## src/rtl/tri_interval_timer.sv

```systemverilog
module tri_interval_timer #(
  parameter bit HALF_RATE = 1'b0,
  parameter int PW = 16,
  parameter int CW = 4,
  parameter int AW = 8,
  parameter logic [AW-1:0] CTRL_ADDR = 8'hF1,
  parameter logic [AW-1:0] TGT_BASE = 8'hF2,
  parameter logic [AW-1:0] CNT_BASE = 8'hF8
) (
  input  logic          clk,
  input  logic          rst_n,
  input  logic          wr_en,
  input  logic          rd_en,
  input  logic [AW-1:0] addr,
  input  logic [7:0]    wdata,
  output logic [7:0]    rdata
);
  localparam int NT = 3;
  localparam int SLOW_DIV = HALF_RATE ? 128 : 256;
  localparam int FAST_DIV = SLOW_DIV / 8;
  localparam int PRW = $clog2(SLOW_DIV);

  logic [NT-1:0]   run_q;
  logic [PRW-1:0]  pre_q [NT];
  logic [PW-1:0]   pos_q [NT];
  logic [PW-1:0]   tgt_q [NT];
  logic [CW-1:0]   cnt_q [NT];

  logic [NT-1:0]   step, hit, rd_hit, rise, ctrl_wr;
  logic [PW:0]     sum [NT];
  logic [PW:0]     per [NT];
  logic [PW-1:0]   npos [NT];

  always_comb begin
    for (int i = 0; i < NT; i++) begin
      step[i]    = run_q[i] && (pre_q[i] == PRW'((i == NT-1 ? FAST_DIV : SLOW_DIV) - 1));
      per[i]     = {tgt_q[i] == '0, tgt_q[i]};
      sum[i]     = {1'b0, pos_q[i]} + (PW+1)'(step[i]);
      hit[i]     = run_q[i] && (sum[i] >= per[i]);
      npos[i]    = hit[i] ? PW'(sum[i] - per[i]) : sum[i][PW-1:0];
      rd_hit[i]  = rd_en && (addr == AW'(CNT_BASE + i));
      ctrl_wr[i] = wr_en && (addr == CTRL_ADDR);
      rise[i]    = ctrl_wr[i] && wdata[i] && !run_q[i];
    end
  end

  always_ff @(posedge clk or negedge rst_n) begin
    if (!rst_n) begin
      run_q <= '0;
      for (int i = 0; i < NT; i++) begin
        pre_q[i] <= '0;
        pos_q[i] <= '0;
        tgt_q[i] <= '0;
        cnt_q[i] <= '0;
      end
    end else begin
      if (wr_en && addr == CTRL_ADDR) run_q <= wdata[NT-1:0];
      for (int i = 0; i < NT; i++) begin
        if (rise[i]) begin
          pre_q[i] <= '0;
          pos_q[i] <= '0;
        end else if (run_q[i]) begin
          pre_q[i] <= step[i] ? '0 : pre_q[i] + 1'b1;
          pos_q[i] <= npos[i];
        end
        cnt_q[i] <= (rd_hit[i] ? '0 : cnt_q[i]) + CW'(hit[i]);
        if (wr_en && addr == AW'(TGT_BASE + 2*i))     tgt_q[i][7:0]  <= wdata;
        if (wr_en && addr == AW'(TGT_BASE + 2*i + 1)) tgt_q[i][15:8] <= wdata;
      end
    end
  end

  always_comb begin
    rdata = '0;
    if (addr == CTRL_ADDR) rdata = {{(8-NT){1'b0}}, run_q};
    for (int i = 0; i < NT; i++) begin
      if (addr == AW'(TGT_BASE + 2*i))     rdata = tgt_q[i][7:0];
      if (addr == AW'(TGT_BASE + 2*i + 1)) rdata = tgt_q[i][15:8];
      if (addr == AW'(CNT_BASE + i))       rdata = {{(8-CW){1'b0}}, cnt_q[i]};
    end
  end

  for (genvar g = 0; g < NT; g++) begin : g_chk
    assert_hold_idle_R2: assert property (@(posedge clk) disable iff (!rst_n)
      ($past(!run_q[g]) && !run_q[g]) |-> ($stable(pos_q[g]) && $stable(pre_q[g])));
    assert_start_clear_R9: assert property (@(posedge clk) disable iff (!rst_n)
      $rose(run_q[g]) |-> (pos_q[g] == '0 && pre_q[g] == '0));
    assert_read_clear_R8: assert property (@(posedge clk) disable iff (!rst_n)
      $past(rd_hit[g]) |-> (cnt_q[g] <= CW'(1)));
    assert_count_step_R6: assert property (@(posedge clk) disable iff (!rst_n)
      !$past(rd_hit[g]) |-> (cnt_q[g] == $past(cnt_q[g]) || cnt_q[g] == CW'($past(cnt_q[g]) + 1'b1)));
    assert_phase_bound_R3: assert property (@(posedge clk) disable iff (!rst_n)
      pre_q[g] < PRW'((g == NT-1 ? FAST_DIV : SLOW_DIV) - 1) || pre_q[g] == PRW'((g == NT-1 ? FAST_DIV : SLOW_DIV) - 1));
  end
endmodule

```

## config.mk

```make
export PLATFORM = sky130hd
export DESIGN_NAME = tri_interval_timer
export DESIGN_NICKNAME = d
export VERILOG_FILES = /design/src/rtl/tri_interval_timer.sv
export SDC_FILE = /design/constraint.sdc
export NUM_CORES = 1
export LEC_CHECK = 0
export BUFFER_PORTS_ARGS = -buffer_cell sky130_fd_sc_hd__buf_2
export CAP_MARGIN = 20
export CORE_MARGIN = 2
export CORE_UTILIZATION = 60
export CTS_BUF_LIST = sky130_fd_sc_hd__clkbuf_8
export DETAILED_ROUTE_END_ITERATION = 8
export PLACE_DENSITY_LB_ADDON = 0.05
export SLEW_MARGIN = 25
export SYNTH_ARGS = -nofsm -noshare
export SYNTH_HDL_FRONTEND = slang
export SYNTH_SLANG_ARGS = --single-unit
```

## constraint.sdc

```tcl
create_clock -name clk -period 5.2 [get_ports clk]
set_input_delay 1.04 -clock clk [delete_from_list [all_inputs] [get_ports clk]]
set_output_delay 1.04 -clock clk [all_outputs]
set_load 0.02 [all_outputs]
```

Word level (Yosys, flattened, before mapping)

Index checks and enable logic that the tools add are counted.

Flip-flop bits (word level): 135
Bits of input ports: 20
Output and inout port bits: 8
Logic and storage cells: 106

$lt $le $gt $ge: 3
Reduce and logical (&&, ||, !) cells: 31
Eq/ne operators: 13
Add/sub/neg operators: 12
Mux-type cells: 31

Operators with widths:

| cell                | count |
|---|---|
| $mux 16             | 9 |
| $mux 8              | 18 |
| $eq 8x8->1 const B  | 12 |
| $add 16x1->17       | 3 |
| $ge 17x17->1        | 3 |
| $logic_not 16->1    | 3 |
| $sub 16x16->16      | 3 |
| $add 8x1->8 const B | 3 |
| $logic_and 1x1->1   | 22 |
| $add 4x1->4         | 3 |
| $mux 4              | 3 |
| $eq 8x5->1 const B  | 1 |
| $reduce_bool 2->1   | 3 |
| $logic_not 1->1     | 3 |
| $mux 3              | 1 |

Logic depth before layout (Yosys ltp)

Gate-level depths: netlist (run 1).

Word-level depth: 11
Depth in mapped cells: 23
Gate-level depth less buffers: 23

Worst setup path before layout (run 1)

No wires, ideal clock.

Kind: register to register
Start: register pre_q[8] (netlist name)
End: register cnt_q[7] (netlist name)
Required time: 5044 ps
Setup time: 156 ps
Cell stages (with the launch flop): 24
Slack: 611 ps
Arrival time: 4433 ps
Path buffers: 0
Period minus slack after synthesis: 4589 ps
Path through: dfrtp_1 ha_1 nand3_1 nor2_1 nand4_1 inv_1 ha_1 ha_1 and3_1 nand3_1 or3_1 xnor2_1 ha_1 a21oi_1 o21bai_1 a31oi_1 o21ai_0 o31a_1 o21ai_0 inv_1 ha_1 nand3_1 xor2_1 a31oi_1

Word-level cells in the longest chain between the ends: 6

Ends and longest elaborated chain:

| what                            | line | RTL |
|---|---|---|
| start, declared                 | 24   | `logic [PRW-1:0] pre_q [NT];` |
| start signal, assigned by index | 63   | `pre_q[i] <= step[i] ? '0 : pre_q[i] + 1'b1;` |
| $eq 8x8->1                      | 36   | `step[i] = run_q[i] && (pre_q[i] == PRW'((i == NT-1 ? FAST_DIV : SLOW_DIV) - 1));` |
| $logic_and 1x1->1               | 36   |  |
| $add 16x1->17                   | 38   | `sum[i] = {1'b0, pos_q[i]} + (PW+1)'(step[i]);` |
| $ge 17x17->1                    | 39   | `hit[i] = run_q[i] && (sum[i] >= per[i]);` |
| $logic_and 1x1->1               | 39   |  |
| $add 4x1->4                     | 66   | `cnt_q[i] <= (rd_hit[i] ? '0 : cnt_q[i]) + CW'(hit[i]);` |
| end signal, assigned by index   | 66   |  |
| end, declared                   | 27   | `logic [CW-1:0] cnt_q [NT];` |

Every way passes these cells.
A chain may end at the register's enable or synchronous reset.

Final worst setup path (run 1)

Same ends and word-level chain as after synthesis.

==> impl_metrics.csv, run 1 <==
group,metric,value,unit
placement,gp_congestion,0.949,
synth,synth_area_leader_cell,"dfrtp_1",
cts,clock-sinks,135,
die,io_pins,28,
global_route,grt_max_degree,99,
global_route,use_met3,4.44,%
worst_hold_path,hp-class,"primary input to asynchronous set/reset pin",
die,rows,47,
worst_setup_path,crit_start,"pre_q[8]",
sta,fmax,208,MHz
worst_setup_path,critical_path_class,"register to register",
power_and_ir_drop,power,5.32,mW
cts,root_buffer,"clkbuf_8",
finish,finalInstanceArea,10800,um2
worst_setup_path,start_kind,"register",
sta,fin_crit,4.81,ns
synth,syn_inst,1161,
finish,fill_cells,1451,
cts,cts_resized,0,
worst_setup_path,cp.arrival,5.12,ns
cts,cts_max_level,4,
placement,hpwl,19.0,mm
flow_run,max_cap_viol_count,0,
global_route,grt-busiest-layer,"met2",
sta,slew_headroom,42.1,%
cts,clk_latency,0.47,ns
synth,synth_cell_types,70,
sta,slew_viol_final,0,
sta,finalCritPeriodShare,92.5,%
worst_setup_path,required,5.51,ns
global_route,track_usage,30.7,%
synth,synth_enable_flop_cells,0,
cts,clkTransAtPathRegs,0.09,ns
placement,postPlaceCellArea,10300,um2
synth,ys.flop_type,"dfrtp_1",
global_route,grt.met2_usage,48.8,%
worst_setup_path,crit_path_max_incr_delay,0.41,ns
sta,setup_violations,0,
sta,hold_ws,0.430,ns
detailed_routing,route.vias.total,8811,
power_and_ir_drop,p_per_area,493,nW/um2
detailed_routing,totalWireLength,26.3,mm
power_and_ir_drop,p_leak,4.75,nW
detailed_routing,drc,0,
cts,post_cts.repair.setup_buffers,0,
synth,ys_seq_area_share,33.8,%
finish,layout.cells.non_filler,1411,
die,die_h,133,um
global_route,grt_pass1_wl,43.2,mm
finish,n_antenna_cell,0,
synth,synthTopCellsByArea,"dfrtp_1 34%, ha_1 8.6%, o21ai_0 4.9%",
worst_setup_path,cp.buffers_inverters,2,
worst_setup_path,r2r-start,"pre_q[8]",
worst_setup_path,crit_path_frequent_cell,"ha_1",
power_and_ir_drop,ir_worst_vdd,274,uV
die,core_area,16400,um2
finish,nets,1270,
cts,cts.path.max_buffers,2,
synth,async_flop_share,100,%
placement,port-buffer-count,27,
synth,ys.warnings.count,0,
synth,ys_ff_latch,135,
worst_setup_path,path_cells,"ha_1 -> nand3_1 -> nor2_1 -> nand4_1 -> inv_1 -> ha_1 -> ha_1 -> and3_1 -> nand3_1 -> or3_1 -> xnor2_1 -> ha_1 -> a21oi_1 -> o21bai_2 -> a31oi_1 -> o21ai_0 -> o31a_1 -> o21ai_2 -> inv_1 -> ha_1 -> nand3_1 -> xor2_1 -> a31oi_1",
placement,post-place-cells,1378,
cts,cts_tree,"done",
sta,rsz0062_at_grt,"yes",
synth,netlist_area,9990,um2
finish,finish.utilization,65.7,%
synth,synth_top_area_share,33.8,%
die,die-area,17700,um2
cts,cts_buffers,17,
global_route,antenna_found_initial,0,
detailed_routing,drtAntennaViolNets,0,
cts,cts_hold_buf,0,
global_route,grt-ovfl-total,0,
detailed_routing,dr.pass1.iters,5,
placement,dp_worst_setup_slack,0.291,ns
global_route,grt_util_met1,43.1,%
finish,synthToLayoutAreaGrowth,7.93,%
worst_setup_path,cp-end-kind,"register",
worst_setup_path,path_delay_family,"compound AO/OA/AOI/OAI gates",
worst_setup_path,crit_path_top_delay_cell,"dfrtp_1",
finish,drive_gt1_share,10.2,%
global_route,grt_pass1_vias,8404,
detailed_routing,viasPerCell,6.24,
worst_setup_path,reg2regPathDepth,23,
sta,tightest_slew,0.867,ns
status,status,"finished clean",
detailed_routing,wl_per_cell,18.6,um
sta,setup_ws,0.392,ns
synth,syn_nets,1253,
detailed_routing,drt-initial-drc-count,700,
sta,skew,0.00941,ns
worst_setup_path,crit_cells,23,
worst_setup_path,critPathMaxFanout,8,
sta,setup_tns,0,ns
die,dieWidth,133,um
synth,syn_avg_cell_area,8.60,um2
die,start_util,60.9,%
sta,hold_violations,0,
worst paths after layout:
path                              to  slack, ns
max in group asynchronous  pre_q[19]       3.98
hold reg to reg            pre_q[19]       0.51
hold / removal             pos_q[42]       0.43
setup reg to reg            cnt_q[7]       0.39
setup / recovery            cnt_q[7]       0.39
min in group clk           pre_q[19]       0.51
kinds of logic (layout without fill, tap and decap cells):
| group | count (synthesis) | after routing | share of synthesized area [%] |
|---|---|---|---|
| AO/OA/AOI/OAI | 282 | 282 | 18.7 |
| flip-flops | 135 | 135 | 33.8 |
| buffers and inverters | 119 | 149 | 4.64 |
| XOR/XNOR | 83 | 83 | 7.28 |
| multiplexers | 50 | 50 | 5.85 |
| AND/OR/NAND/NOR | 420 | 420 | 20.4 |
| adder cells (fa/ha/maj) | 72 | 72 | 9.25 |
per-layer routing:
layer	share of wire [%]	routed length [um]
met1	46	12000
met2	46	12200
met3	5.8	1530
met4	2.4	639
met5	0	0
power by group:
group | switching, mW | leakage, nW | internal (mW)
combinational | 1.48 | 2.92 | 1.20
sequential | 0.374 | 1.64 | 1.39
clock | 0.456 | 0.194 | 0.426
total | 2.31 | 4.75 | 3.01
worst register-to-register path, stage by stage, from the launching register on:
cell      delay [ns]
dfrtp_1         0.41
ha_1            0.20
nand3_1         0.12
nor2_1          0.19
nand4_1         0.14
inv_1           0.12
ha_1            0.18
ha_1            0.16
and3_1          0.20
nand3_1         0.15
or3_1           0.35
xnor2_1         0.22
ha_1            0.34
a21oi_1         0.21
o21bai_2        0.12
a31oi_1         0.23
o21ai_0         0.17
o31a_1          0.37
o21ai_2         0.21
inv_1           0.07
ha_1            0.21
nand3_1         0.10
xor2_1          0.15
a31oi_1         0.05
cell usage after synthesis (6+ instances only):
cell type and count:
nor2_1 66, nor4_1 14, inv_1 74, and3_1 23, a211oi_1 7, a32oi_1 6, o21a_1 10, and2_1 7
nor3_1 26, nor2b_1 14, xor2_1 35, nand2b_1 10, clkbuf_1 39, a21o_1 9, a21oi_1 39, o311ai_0 9
dfrtp_1 135, o31a_1 7, mux2_2 27, a31oi_1 14, o21ai_0 98, ha_1 69, o211ai_1 17, mux2i_1 19
nand3_1 74, nand4_1 29, or3_1 10, xnor2_1 48, nand2_1 129, o31ai_1 10
flip-flops by register name, indices dropped and copies added (netlist names):
name   cells
per       48
cnt_q     12
pre_q     24
run_q      3
pos_q     48
final cells by class:
class                           count  area [um2]  area share (%)
Multi-Input combinational cell    907        6180            57.3
Clock buffer                       17         234            2.17
Timing Repair Buffer               43         282            2.61
Tap cell                          220         275            2.55
Inverter                           74         278            2.58
Clock inverter                     15         154            1.43
Sequential cell                   135        3380            31.3
placed cells by master (no fill, tap or decap), types with 7 or more instances in the layout:
cell type  instances
o211ai_1          17
nor4_1            14
o31a_1             7
xnor2_1           48
nor2_1            66
o21ai_0           97
inv_1             75
o311ai_0           9
nand4_1           29
buf_2             26
buf_4             15
nand2b_1          10
mux2_2            27
a21oi_1           36
mux2i_1           19
a211oi_1           7
o31ai_1           10
nand2_1          129
o21a_1            10
clkbuf_8          17
and3_1            23
nand3_1           74
a31oi_1           14
dfrtp_1          135
xor2_1            35
ha_1              69
a21o_1             9
nor2b_1           14
nor3_1            26
or3_1             10
and2_1             7
Note: power is estimated with default switching activity, not from simulation.
==> run 2: changes to the inputs <==
--- a/config.mk
+++ b/config.mk
@@ -7,8 +7,10 @@
 export LEC_CHECK = 0
 export BUFFER_PORTS_ARGS = -buffer_cell sky130_fd_sc_hd__buf_2
 export CAP_MARGIN = 20
+export CELL_PAD_IN_SITES_DETAIL_PLACEMENT = 0
+export CELL_PAD_IN_SITES_GLOBAL_PLACEMENT = 1
 export CORE_MARGIN = 2
-export CORE_UTILIZATION = 60
+export CORE_UTILIZATION = 50
 export CTS_BUF_LIST = sky130_fd_sc_hd__clkbuf_8
 export DETAILED_ROUTE_END_ITERATION = 8
 export PLACE_DENSITY_LB_ADDON = 0.05
==> run 2 against run 1 <==
Net effect:
- sequential share of layout area down 0.29 points
- clock-buffer cell count rose by 1
- final area is 0.94% higher
- maximum frequency down 0.10%
- sequential power about the same
- critical path type unchanged
==> impl_metrics.csv, run 2 (synthesis gave the netlist of run 1 again) <==
group,metric,value,unit
status,status,"finished clean",
sta,hold_violations,0,
global_route,grt-busiest-layer,"met2",
die,die-area,21100,um2
global_route,grt_pass1_vias,8378,
global_route,grt_util_met1,36.8,%
die,rows,51,
detailed_routing,route.vias.total,8721,
cts,cts_max_level,4,
sta,tightest_slew,0.872,ns
placement,dp_worst_setup_slack,0.200,ns
worst_setup_path,critPathMaxFanout,6,
finish,nets,1273,
detailed_routing,viasPerCell,5.98,
cts,cts.path.max_buffers,2,
power_and_ir_drop,p_leak,4.79,nW
sta,hold_ws,0.513,ns
die,dieWidth,145,um
sta,fmax,208,MHz
cts,clkTransAtPathRegs,0.08,ns
placement,gp_congestion,0.898,
worst_setup_path,cp.arrival,5.13,ns
detailed_routing,wl_per_cell,18.9,um
detailed_routing,drt-initial-drc-count,429,
worst_hold_path,hp-class,"register to register",
finish,layout.cells.non_filler,1459,
sta,rsz0062_at_grt,"no",
global_route,use_met3,3.98,%
worst_setup_path,start_kind,"register",
power_and_ir_drop,ir_worst_vdd,178,uV
detailed_routing,drtAntennaViolNets,0,
sta,slew_headroom,41.8,%
detailed_routing,dr.pass1.iters,5,
cts,root_buffer,"clkbuf_8",
sta,fin_crit,4.81,ns
finish,synthToLayoutAreaGrowth,8.94,%
placement,hpwl,20.3,mm
die,start_util,51.1,%
worst_setup_path,required,5.52,ns
global_route,track_usage,26.5,%
global_route,grt_pass1_wl,44.9,mm
flow_run,max_cap_viol_count,0,
global_route,grt_max_degree,104,
detailed_routing,totalWireLength,27.5,mm
sta,skew,0.0102,ns
sta,setup_violations,0,
global_route,antenna_found_initial,0,
sta,slew_viol_final,0,
placement,postPlaceCellArea,10400,um2
die,core_area,19500,um2
global_route,grt-ovfl-total,0,
worst_setup_path,critical_path_class,"register to register",
worst_setup_path,cp-end-kind,"register",
detailed_routing,drc,0,
cts,cts_tree,"done",
finish,n_antenna_cell,0,
cts,cts_buffers,17,
finish,layout_common_cells,"135 x dfrtp_1, 129 x nand2_1, 97 x o21ai_0",
finish,drive_gt1_share,10.7,%
power_and_ir_drop,p_per_area,493,nW/um2
placement,post-place-cells,1427,
power_and_ir_drop,power,5.36,mW
finish,layout.cells.most_common,"dfrtp_1",
sta,setup_tns,0,ns
sta,finalCritPeriodShare,92.6,%
cts,post_cts.repair.setup_buffers,0,
placement,port-buffer-count,27,
cts,clk_latency,0.46,ns
sta,setup_ws,0.387,ns
finish,finish.utilization,55.7,%
cts,clock-sinks,135,
global_route,grt.met2_usage,44.1,%
die,die_h,145,um
die,io_pins,28,
finish,finalInstanceArea,10900,um2
[run 2: cell count changes in the layout (fill, tap and decap cells not counted), moves of 2 or more]
cell	change
buf_4	+4
clkbuf_8	+2
clkinv_2	+2
clkinv_4	-2
inv_6	-2
[run 2: report_power, final]
part / switching [mW] / internal [mW] / total (mW) / leakage (nW)
Sequential: 0.375 / 1.38 / 1.76 / 1.64
Clock: 0.453 / 0.481 / 0.935 / 0.205
Combinational: 1.47 / 1.20 / 2.67 / 2.94
Total: 2.30 / 3.06 / 5.36 / 4.79
[run 2: routing by layer]
layer	up-vias	share of wire, %
met5	-	0
met4	0	1.5
met3	32	3.3
met2	168	48
met1	4244	48
li1	4277	-
[run 2: layout make-up]
class	count	area, um2
Sequential cell	135	3380
Fill cell	1871	8650
Timing Repair Buffer	46	287
Inverter	74	278
Tap cell	265	332
Clock inverter	14	159
Multi-Input combinational cell	907	6200
Clock buffer	18	248
[run 2: path summary, 6_finish.rpt]
check / slack (ns) / cells after the start / from / endpoint
min: 0.51 / 1 / pre_q[6] / pre_q[6]
max: 0.39 / 22 / pre_q[0] / cnt_q[3]
min in group asynchronous: 0.66 / 1 / rst_n / pos_q[42]
min reg2reg: 0.51 / 1 / pre_q[6] / pre_q[6]
max in group asynchronous: 3.58 / 2 / rst_n / pos_q[36]
max reg2reg: 0.39 / 22 / pre_q[0] / cnt_q[3]
[run 2: what timing repair did]
item,4_1_cts,5_1_grt
hold buffers,0,0
hold endpoints to repair,0,0
setup endpoints to repair,0,19
resized for setup,0,8
[run 2: critical path, cell delays in order, from the launching register on]
cell and delay [ns]:
dfrtp_1 0.41, ha_1 0.23, nand4_1 0.21, nor4b_4 0.31, ha_1 0.23, ha_1 0.23
nand2_1 0.10, nor2_1 0.21, nand2_1 0.18, nor2_1 0.19, xor2_1 0.22, ha_1 0.33
o21ai_0 0.11, nor2_1 0.10, o41a_1 0.34, a21o_1 0.22, a211oi_4 0.25, nand2b_2 0.21
inv_1 0.06, ha_1 0.21, nand3_1 0.11, xor2_1 0.16, a31oi_1 0.05
